[src/rtl/slvcfg_pkg.sv]
package slvcfg_pkg;

    typedef logic [7:0] byte_t;

    typedef enum logic [1:0] {
        RES_OK     = 2'd0,
        RES_XFER   = 2'd1,
        RES_NOIMG  = 2'd2,
        RES_NODONE = 2'd3
    } res_e;

    typedef enum logic [3:0] {
        ST_IDLE,
        ST_HOLD,
        ST_WAKE,
        ST_PRE,
        ST_PAGE,
        ST_WAIT,
        ST_SEND,
        ST_TAIL,
        ST_SAMPLE,
        ST_POST
    } st_e;

    localparam byte_t DUMMY_BYTE = 8'hFF;

    function automatic int max3(int a, int b, int c);
        int m;
        m = (a > b) ? a : b;
        return (m > c) ? m : c;
    endfunction

    // bits needed to index n distinct values
    function automatic int cw(int n);
        return (n < 2) ? 1 : $clog2(n);
    endfunction

endpackage

[src/rtl/slvcfg_timer.sv]
module slvcfg_timer #(
    parameter int W = 8
) (
    input  logic         clk,
    input  logic         rst,
    input  logic         load,
    input  logic [W-1:0] val,
    output logic         zero
);
    logic [W-1:0] cnt_q;

    always_ff @(posedge clk) begin
        if (rst) begin
            cnt_q <= '0;
        end else if (load) begin
            cnt_q <= val;
        end else if (cnt_q != '0) begin
            cnt_q <= cnt_q - 1'b1;
        end
    end

    assign zero = (cnt_q == '0);

    assert_count_down_R9: assert property (@(posedge clk) disable iff (rst)
        (!$past(load) && $past(cnt_q) != '0) |-> (cnt_q == $past(cnt_q) - 1'b1));

endmodule

[src/rtl/slvcfg_shifter.sv]
module slvcfg_shifter
    import slvcfg_pkg::*;
#(
    parameter int CLK_DIV = 4
) (
    input  logic  clk,
    input  logic  rst,
    input  logic  go,
    input  byte_t data,
    output logic  idle,
    output logic  fin,
    output logic  sck,
    output logic  mosi
);
    localparam int HALF = CLK_DIV / 2;
    localparam int HW   = cw(HALF);
    localparam logic [HW-1:0] HALF_END = HW'(HALF - 1);

    logic          active_q;
    byte_t         sr_q;
    logic [2:0]    bit_q;
    logic [HW-1:0] hcnt_q;
    logic          sck_q;
    logic          mosi_q;
    logic          fin_q;

    always_ff @(posedge clk) begin
        if (rst) begin
            active_q <= 1'b0;
            sr_q     <= '0;
            bit_q    <= '0;
            hcnt_q   <= '0;
            sck_q    <= 1'b1;
            mosi_q   <= 1'b1;
            fin_q    <= 1'b0;
        end else begin
            fin_q <= 1'b0;
            if (!active_q) begin
                if (go) begin
                    active_q <= 1'b1;
                    sr_q     <= data;
                    mosi_q   <= data[7];
                    sck_q    <= 1'b0;
                    bit_q    <= '0;
                    hcnt_q   <= '0;
                end
            end else if (hcnt_q == HALF_END) begin
                hcnt_q <= '0;
                if (!sck_q) begin
                    sck_q <= 1'b1;
                end else if (bit_q == 3'd7) begin
                    active_q <= 1'b0;
                    fin_q    <= 1'b1;
                end else begin
                    bit_q  <= bit_q + 1'b1;
                    sr_q   <= {sr_q[6:0], 1'b0};
                    mosi_q <= sr_q[6];
                    sck_q  <= 1'b0;
                end
            end else begin
                hcnt_q <= hcnt_q + 1'b1;
            end
        end
    end

    assign idle = !active_q;
    assign fin  = fin_q;
    assign sck  = sck_q;
    assign mosi = mosi_q;

    assert_mosi_hold_high_R1: assert property (@(posedge clk) disable iff (rst)
        (sck_q && $past(sck_q)) |-> $stable(mosi_q));

    assert_idle_clock_high_R1: assert property (@(posedge clk) disable iff (rst)
        (!active_q && !$past(active_q)) |-> sck_q);

endmodule

[src/rtl/slvcfg_marker.sv]
module slvcfg_marker
    import slvcfg_pkg::*;
#(
    parameter int MARKER_LEN = 4,
    parameter logic [8*MARKER_LEN-1:0] MARKER = '0,
    parameter int IW = 8
) (
    input  logic          clk,
    input  logic          rst,
    input  logic          clr,
    input  logic          chk,
    input  logic [IW-1:0] idx,
    input  byte_t         data,
    output logic          bad
);
    logic  bad_q;
    byte_t expect_b;

    always_comb begin
        expect_b = '0;
        for (int k = 0; k < MARKER_LEN; k++) begin
            if (int'(idx) == k) expect_b = MARKER[(MARKER_LEN-1-k)*8 +: 8];
        end
    end

    always_ff @(posedge clk) begin
        if (rst || clr) begin
            bad_q <= 1'b0;
        end else if (chk && (data != expect_b)) begin
            bad_q <= 1'b1;
        end
    end

    assign bad = bad_q;

    assert_bad_sticky_R6: assert property (@(posedge clk) disable iff (rst)
        ($past(bad_q) && !$past(clr)) |-> bad_q);

endmodule

[src/rtl/slvcfg_loader.sv]
module slvcfg_loader
    import slvcfg_pkg::*;
#(
    parameter int CLK_DIV      = 4,
    parameter int RST_HOLD_CYC = 90,
    parameter int WAKE_CYC     = 180000,
    parameter int PAGE_BYTES   = 256,
    parameter int NUM_PAGES    = 512,
    parameter int MARKER_LEN   = 4,
    parameter logic [8*MARKER_LEN-1:0] MARKER = 32'h7EAA997E,
    parameter int TIMEOUT_CYC  = 1000,
    parameter int PRE_BYTES    = 1,
    parameter int TAIL_BYTES   = 16,
    parameter int POST_BYTES   = 8,
    localparam int PG_W        = cw(NUM_PAGES)
) (
    input  logic            clk,
    input  logic            rst,
    input  logic            start,
    output logic            busy,
    output logic            done,
    output logic [1:0]      result,
    output logic            src_page_req,
    output logic [PG_W-1:0] src_page,
    input  logic            src_valid,
    input  logic [7:0]      src_data,
    input  logic            src_err,
    output logic            src_ready,
    output logic            tgt_rst_n,
    output logic            tgt_cs_n,
    output logic            tgt_sck,
    output logic            tgt_mosi,
    input  logic            tgt_done
);
    localparam int BY_W  = cw(PAGE_BYTES);
    localparam int TMR_W = cw(max3(RST_HOLD_CYC, WAKE_CYC, TIMEOUT_CYC) + 1);
    localparam int DMY_W = cw(max3(PRE_BYTES, TAIL_BYTES, POST_BYTES) + 1);
    localparam logic [PG_W-1:0] LAST_PG = PG_W'(NUM_PAGES - 1);
    localparam logic [BY_W-1:0] LAST_BY = BY_W'(PAGE_BYTES - 1);

    st_e              st_q;
    logic             cs_n_q, rst_n_q, done_q;
    res_e             res_q;
    logic [PG_W-1:0]  pg_q;
    logic [BY_W-1:0]  by_q;
    logic [DMY_W-1:0] dmy_q;
    logic [1:0]       dsync_q;

    logic             tmr_load, tmr_zero;
    logic [TMR_W-1:0] tmr_val;
    logic             sh_go, sh_idle, sh_fin, sh_sck, sh_mosi;
    byte_t            sh_byte;
    logic             mk_clr, mk_chk, mk_bad;
    logic             in_dummy, dmy_last, take_byte, accept_start;

    assign accept_start = (st_q == ST_IDLE) && start;
    assign in_dummy     = (st_q == ST_PRE) || (st_q == ST_TAIL) || (st_q == ST_POST);
    assign dmy_last     = (dmy_q == DMY_W'(1));
    assign take_byte    = (st_q == ST_WAIT) && src_valid && !src_err;

    // control of the shared delay timer
    always_comb begin
        tmr_load = 1'b0;
        tmr_val  = '0;
        if (accept_start) begin
            tmr_load = 1'b1;
            tmr_val  = TMR_W'(RST_HOLD_CYC);
        end else if (st_q == ST_HOLD && tmr_zero) begin
            tmr_load = 1'b1;
            tmr_val  = TMR_W'(WAKE_CYC);
        end else if (st_q == ST_PAGE ||
                     (st_q == ST_SEND && sh_fin && by_q != LAST_BY)) begin
            tmr_load = 1'b1;
            tmr_val  = TMR_W'(TIMEOUT_CYC);
        end
    end

    assign sh_go   = (in_dummy && sh_idle && !(sh_fin && dmy_last)) || take_byte;
    assign sh_byte = (st_q == ST_WAIT) ? src_data : DUMMY_BYTE;
    assign mk_clr  = accept_start;
    assign mk_chk  = take_byte && (pg_q == '0) && (int'(by_q) < MARKER_LEN);

    slvcfg_timer #(.W(TMR_W)) u_timer (
        .clk  (clk),
        .rst  (rst),
        .load (tmr_load),
        .val  (tmr_val),
        .zero (tmr_zero)
    );

    slvcfg_shifter #(.CLK_DIV(CLK_DIV)) u_shifter (
        .clk  (clk),
        .rst  (rst),
        .go   (sh_go),
        .data (sh_byte),
        .idle (sh_idle),
        .fin  (sh_fin),
        .sck  (sh_sck),
        .mosi (sh_mosi)
    );

    slvcfg_marker #(.MARKER_LEN(MARKER_LEN), .MARKER(MARKER), .IW(BY_W)) u_marker (
        .clk  (clk),
        .rst  (rst),
        .clr  (mk_clr),
        .chk  (mk_chk),
        .idx  (by_q),
        .data (src_data),
        .bad  (mk_bad)
    );

    always_ff @(posedge clk) begin
        if (rst) begin
            dsync_q <= '0;
        end else begin
            dsync_q <= {dsync_q[0], tgt_done};
        end
    end

    always_ff @(posedge clk) begin
        if (rst) begin
            st_q    <= ST_IDLE;
            cs_n_q  <= 1'b1;
            rst_n_q <= 1'b0;
            done_q  <= 1'b0;
            res_q   <= RES_OK;
            pg_q    <= '0;
            by_q    <= '0;
            dmy_q   <= '0;
        end else begin
            unique case (st_q)
                ST_IDLE: begin
                    if (start) begin
                        cs_n_q  <= 1'b0;
                        rst_n_q <= 1'b0;
                        done_q  <= 1'b0;
                        res_q   <= RES_OK;
                        st_q    <= ST_HOLD;
                    end
                end
                ST_HOLD: begin
                    if (tmr_zero) begin
                        rst_n_q <= 1'b1;
                        st_q    <= ST_WAKE;
                    end
                end
                ST_WAKE: begin
                    if (tmr_zero) begin
                        cs_n_q <= 1'b1;
                        dmy_q  <= DMY_W'(PRE_BYTES);
                        st_q   <= ST_PRE;
                    end
                end
                ST_PRE: begin
                    if (sh_fin) begin
                        dmy_q <= dmy_q - 1'b1;
                        if (dmy_last) begin
                            cs_n_q <= 1'b0;
                            pg_q   <= '0;
                            st_q   <= ST_PAGE;
                        end
                    end
                end
                ST_PAGE: begin
                    by_q <= '0;
                    st_q <= ST_WAIT;
                end
                ST_WAIT: begin
                    if (src_err || (!src_valid && tmr_zero)) begin
                        cs_n_q <= 1'b1;
                        done_q <= 1'b1;
                        res_q  <= mk_bad ? RES_NOIMG : RES_XFER;
                        st_q   <= ST_IDLE;
                    end else if (src_valid) begin
                        st_q <= ST_SEND;
                    end
                end
                ST_SEND: begin
                    if (sh_fin) begin
                        if (by_q != LAST_BY) begin
                            by_q <= by_q + 1'b1;
                            st_q <= ST_WAIT;
                        end else if (pg_q != LAST_PG) begin
                            pg_q <= pg_q + 1'b1;
                            st_q <= ST_PAGE;
                        end else begin
                            cs_n_q <= 1'b1;
                            if (mk_bad) begin
                                done_q <= 1'b1;
                                res_q  <= RES_NOIMG;
                                st_q   <= ST_IDLE;
                            end else begin
                                dmy_q <= DMY_W'(TAIL_BYTES);
                                st_q  <= ST_TAIL;
                            end
                        end
                    end
                end
                ST_TAIL: begin
                    if (sh_fin) begin
                        dmy_q <= dmy_q - 1'b1;
                        if (dmy_last) st_q <= ST_SAMPLE;
                    end
                end
                ST_SAMPLE: begin
                    if (dsync_q[1]) begin
                        dmy_q <= DMY_W'(POST_BYTES);
                        st_q  <= ST_POST;
                    end else begin
                        done_q <= 1'b1;
                        res_q  <= RES_NODONE;
                        st_q   <= ST_IDLE;
                    end
                end
                ST_POST: begin
                    if (sh_fin) begin
                        dmy_q <= dmy_q - 1'b1;
                        if (dmy_last) begin
                            done_q <= 1'b1;
                            res_q  <= RES_OK;
                            st_q   <= ST_IDLE;
                        end
                    end
                end
                default: st_q <= ST_IDLE;
            endcase
        end
    end

    assign busy         = (st_q != ST_IDLE);
    assign done         = done_q;
    assign result       = res_q;
    assign src_page_req = (st_q == ST_PAGE);
    assign src_page     = pg_q;
    assign src_ready    = (st_q == ST_WAIT);
    assign tgt_rst_n    = rst_n_q;
    assign tgt_cs_n     = cs_n_q;
    assign tgt_sck      = sh_sck;
    assign tgt_mosi     = sh_mosi;

    assert_cs_moves_clock_high_R1: assert property (@(posedge clk) disable iff (rst)
        (cs_n_q != $past(cs_n_q)) |-> (sh_sck && $past(sh_sck)));

    assert_release_while_selected_R3: assert property (@(posedge clk) disable iff (rst)
        $rose(rst_n_q) |-> !cs_n_q);

    assert_no_clock_in_reset_R4: assert property (@(posedge clk) disable iff (rst)
        !rst_n_q |-> sh_sck);

    assert_ready_only_when_selected_R5: assert property (@(posedge clk) disable iff (rst)
        src_ready |-> (!cs_n_q && rst_n_q));

    assert_finish_raises_done_R10: assert property (@(posedge clk) disable iff (rst)
        $fell(busy) |-> done_q);

    assert_result_held_R10: assert property (@(posedge clk) disable iff (rst)
        (done_q && $past(done_q)) |-> $stable(res_q));

endmodule

[config.mk]
export PLATFORM = sky130hd
export DESIGN_NAME = slvcfg_loader
export DESIGN_NICKNAME = d
export VERILOG_FILES = /design/src/rtl/slvcfg_pkg.sv /design/src/rtl/slvcfg_timer.sv /design/src/rtl/slvcfg_shifter.sv /design/src/rtl/slvcfg_marker.sv /design/src/rtl/slvcfg_loader.sv
export SDC_FILE = /design/constraint.sdc
export NUM_CORES = 1
export LEC_CHECK = 0
export ABC_CLOCK_PERIOD_IN_PS = 3500
export BUFFER_PORTS_ARGS = -buffer_cell sky130_fd_sc_hd__buf_2
export CAP_MARGIN = 5
export CORE_ASPECT_RATIO = 0.5
export CORE_MARGIN = 1.5
export CORE_UTILIZATION = 45
export CTS_BUF_LIST = sky130_fd_sc_hd__clkbuf_4 sky130_fd_sc_hd__clkbuf_8
export DETAILED_ROUTE_END_ITERATION = 8
export PLACE_DENSITY = 0.65
export SKIP_LAST_GASP = 1
export SLEW_MARGIN = 10
export SYNTH_ARGS = -nofsm -noshare
export SYNTH_HDL_FRONTEND = slang
export SYNTH_HIERARCHICAL = 1
export SYNTH_SLANG_ARGS = --single-unit
[constraint.sdc]
create_clock -name clk -period 3.5 [get_ports clk]
set_clock_uncertainty 0.1 [all_clocks]
set_input_delay 0.7 -clock clk [delete_from_list [all_inputs] [get_ports clk]]
set_output_delay 0.7 -clock clk [all_outputs]
set_load 0.05 [all_outputs]
==> results.md <==
Outcome:
- The flow ran to the end, and the final reports show no timing, DRC or antenna violations.

Timing:
- The worst path meets setup with 0.3824 ns of slack.
- Setup violations remaining at the end of the flow were counted as 0.
- The worst relative slew slack is 51.98%.
- Based on the critical path, the design can be clocked at up to 320.8 MHz.
- At the pin with the least slew margin, the transition time is 0.7203 ns.
- Setup repair after global routing left no endpoint under its margin.
- Summed over all failing endpoints, the final setup total negative slack is 0 ns.
- Subtracting the final worst setup slack from the clock period gives 3.118 ns.
- The total count of max-transition violations in the final report is 0.
- The worst path uses 89.07% of the clock period.
- The hold violation total from the final report came to 0.
- Hold is met by 0.3365 ns.

Routing:
- For this block, the initial DRC count from the detailed router was 311.
- The final route contains 3691 vias.
- The iteration count of the initial detailed-routing pass is 5.
- Dividing the detail-routed wire length by the instance count gives 14.55 µm.
- The total wire length is 9.635 mm.
- Once detail routing completed, the nets flagged for antenna violations numbered 0.
- For this run, design rule violations remaining after detail routing come to 0.
- The vias per cell is 5.576.

Yosys:
- During synthesis, Yosys emitted a total of 6 warnings.
- In this run, synthesis produced a sequential element count of 67.
- The instance count of the mapped netlist is 503.
- The post-synthesis async set-or-reset flop share is 0%.
- Each instance of the synthesized netlist takes up on average 8.161 µm².
- By area the synthesized netlist is led by dfxtp_1, nor2_1, xnor2_1.
- The library cell occupying the most area in the post-synthesis netlist is dfxtp_1.
- The netlist area before placement is 4105 µm².
- The number of distinct standard cells referenced by the synthesized netlist is 77.
- In the post-synthesis netlist, the cell with the most instances is dfxtp_1.
- The fraction of post-synthesis cell area in the top cell type by area is 32.67%.
- The most used flip-flop cell after synthesis is dfxtp_1.
- After synthesis, the most frequently instantiated cells are dfxtp_1, nor2_1, nand2_1, a21oi_1.
- The number of flops mapped to enable cells by yosys is 0.
- The sequential share of the synthesized area is 32.67%.

Setup path:
- The largest incremental delay on the critical path is 0.55 ns.
- The critical setup path kind is reg -> reg.
- The worst register-to-register path begins at u_timer/cnt_q[12].
- Measured in cells, the most critical reg-to-reg path has a length of 9.
- The number of logic stages on the critical path including buffering is 9.
- Along the worst path, the maximum fanout reaches 8.
- The cell type group with the largest total delay on the critical path is simple AND/OR/NAND/NOR gates.
- On the critical path, the stage with the largest delay is an instance of or4_4.
- Walking the worst path, the cells encountered are or4_4 > or3_1 > nor2_2 > buf_4 > nor2b_1 > o32ai_1 > a211oi_1 > a21oi_1 > a311oi_1.
- The worst path arrival time is 3.28 ns.
- The data required time at the worst endpoint is 3.66 ns.
- The kind of launch point of the worst setup path is a flop.
- The capturing element type of the critical path is a flop.
- Tracing the worst setup path back leads to its startpoint at u_timer/cnt_q[12].
- The count of buffer and inverter cells on the critical path is 1.

Global routing:
- The remaining global-route overflow is 0.
- The first global-routing pass estimated 16.37 mm of wire.
- Across every metal layer, demand over resource in global routing totals 20.61%.
- Entering global routing, the biggest net connects 36 pins.
- The number of antenna violations at the first check in global routing is 0.
- The via count of the first global-routing pass came to 3406.

Floorplanning:
- The floorplan has 24 rows.
- For this configuration, the core starts out at a cell density of 46.82%.
- 33 I/O pins were placed.
- The floorplan die area is 9740 µm².
- The floorplan step set the die height to 70.54 µm.
- After floorplanning, the core was sized to cover 8768 µm².
- The horizontal extent of the die is 138.1 µm.

Min path:
- The tightest min-delay check is of the reg -> reg type.
- Along the worst hold path, the cell count comes to 1.
- The hold path startpoint is dsync_q[0].

Cells and area:
- The net count of the finished layout is 564.
- Summing all multi-input logic gate instances after layout gives 2559 µm².
- The layout has 845 filler cells.
- The share of the core filled with cells is 52.03%.
- Summing all non-filler instances in the final layout gives an area of 4562 µm².
- The flip-flop and latch area is 1341 µm².
- The post-route netlist has 15.41% of its cells at a drive strength greater than 1.
- The number of antenna diodes in the final layout is 0.
- The layout overhead on the synthesized area is 11.12%.

Clock tree:
- The count of clock tree sinks is 67.
- The number of buffers inserted for hold repair after clock tree synthesis is 0.
- In this run, post-CTS repair resized a total of 0 instances.
- Clock-pin slew was measured on the worst setup and hold paths at 0.07 ns.
- CTS built an H-tree with a depth of 3.
- The number of clock buffers added by TritonCTS is 9.
- Counting along the longest clock path gives a buffer depth of 2.
- The clock reaches the later pin of the worst-skew pair after 0.35 ns.
- The buffer type at the clock tree root is clkbuf_8.
- The CTS tree is built.
- In this run the post-CTS setup repair buffer count came out at 0.

Power and ir drop:
- The peak supply drop is 0.2878 mV.
- The static leakage is 1.729 nW.
- The total power per unit cell area is 662.1 nW/µm².

Flow run:
- The total of max-cap violations is 0.

Place:
- Buffers placed on the I/O ports in this run total 32.
- The post-placement worst setup slack is 0.4679 ns.
- Once detailed placement completed, the half-perimeter wirelength came to 6.784 mm.
- The post-place instance area is 4383 µm².
- The final weighted congestion in routability-driven placement is 0.8891.
[worst reg2reg max path: cells and delay by family, from the launching register on]
family	cells	cell delay (ns)
simple gates	4	1.46
compound gates	4	0.93
buf+inv	1	0.19
flops	1	0.35
[flip-flops by register name (all words and copies together) (netlist names), 2 cells and up]
| name | cells |
|---|---|
| u_shifter/bit_q | 3 |
| u_shifter/sr_q | 7 |
| result | 2 |
| u_timer/cnt_q | 18 |
| st_q | 4 |
| dsync_q | 2 |
| src_page | 9 |
| by_q | 8 |
| dmy_q | 5 |
[stage by stage]
stage | instances | total power [mW]
after floorplan | 506 | 2.145
after global placement | 646 | 2.412
after detailed placement | 646 | 2.426
after CTS | 662 | 3.032
after global routing | 662 | 3.240
final | 662 | 3.020
[final cells by class]
class / count / share of cell area (%)
multi-input cells: 395 / 56.09
flip-flops and latches: 67 / 29.40
repair buffers: 44 / 5.485
clock buffers: 11 / 3.319
well taps: 117 / 3.209
inverters: 23 / 1.892
clock inverters: 5 / 0.6034
[path summary, 6_finish.rpt]
| path | to | slack [ns] |
|---|---|---|
| max | result[1] | 0.38 |
| min reg2reg | dsync_q[1] | 0.34 |
| min | dsync_q[1] | 0.34 |
| max reg2reg | result[1] | 0.38 |
[metal layers]
metal | routed length [µm] | track usage, %
met3 | 361 | 5.687
met4 | 74 | 5.263
met1 | 5122 | 29.11
met5 | 0 | 0
met2 | 4076 | 31.29
[cell usage in the layout, fill, tap and decap left out, types with 10 or more instances in the layout]
cell type,instances
dfxtp_1,67
nor2_1,53
nand2_1,48
buf_2,32
a21oi_1,30
inv_1,23
nor3_1,23
xnor2_1,22
nand3_1,21
o21ai_0,18
nor2b_1,15
nand2b_1,14
mux2i_1,13
buf_4,12
clkbuf_8,11
nor4_1,10
a211oi_1,10
ha_1,10
[where the power goes]
part | internal, mW | leakage, nW | total (mW) | switching, mW
sequential | 0.899 | 0.546 | 1.03 | 0.130
clock | 0.291 | 0.0949 | 0.595 | 0.305
combinational | 0.553 | 1.09 | 1.40 | 0.843
[logic make-up after synthesis]
kind of cell	count (synthesis)	synth area share (%)
compound gates	110	19.69
xor+xnor	24	5.120
flops	67	32.67
other cells	1	0.09135
simple gates	233	30.66
mux	14	3.444
buf+inv	44	5.272
fa+ha+maj	10	3.048
Note: power is estimated with default switching activity, not from simulation.
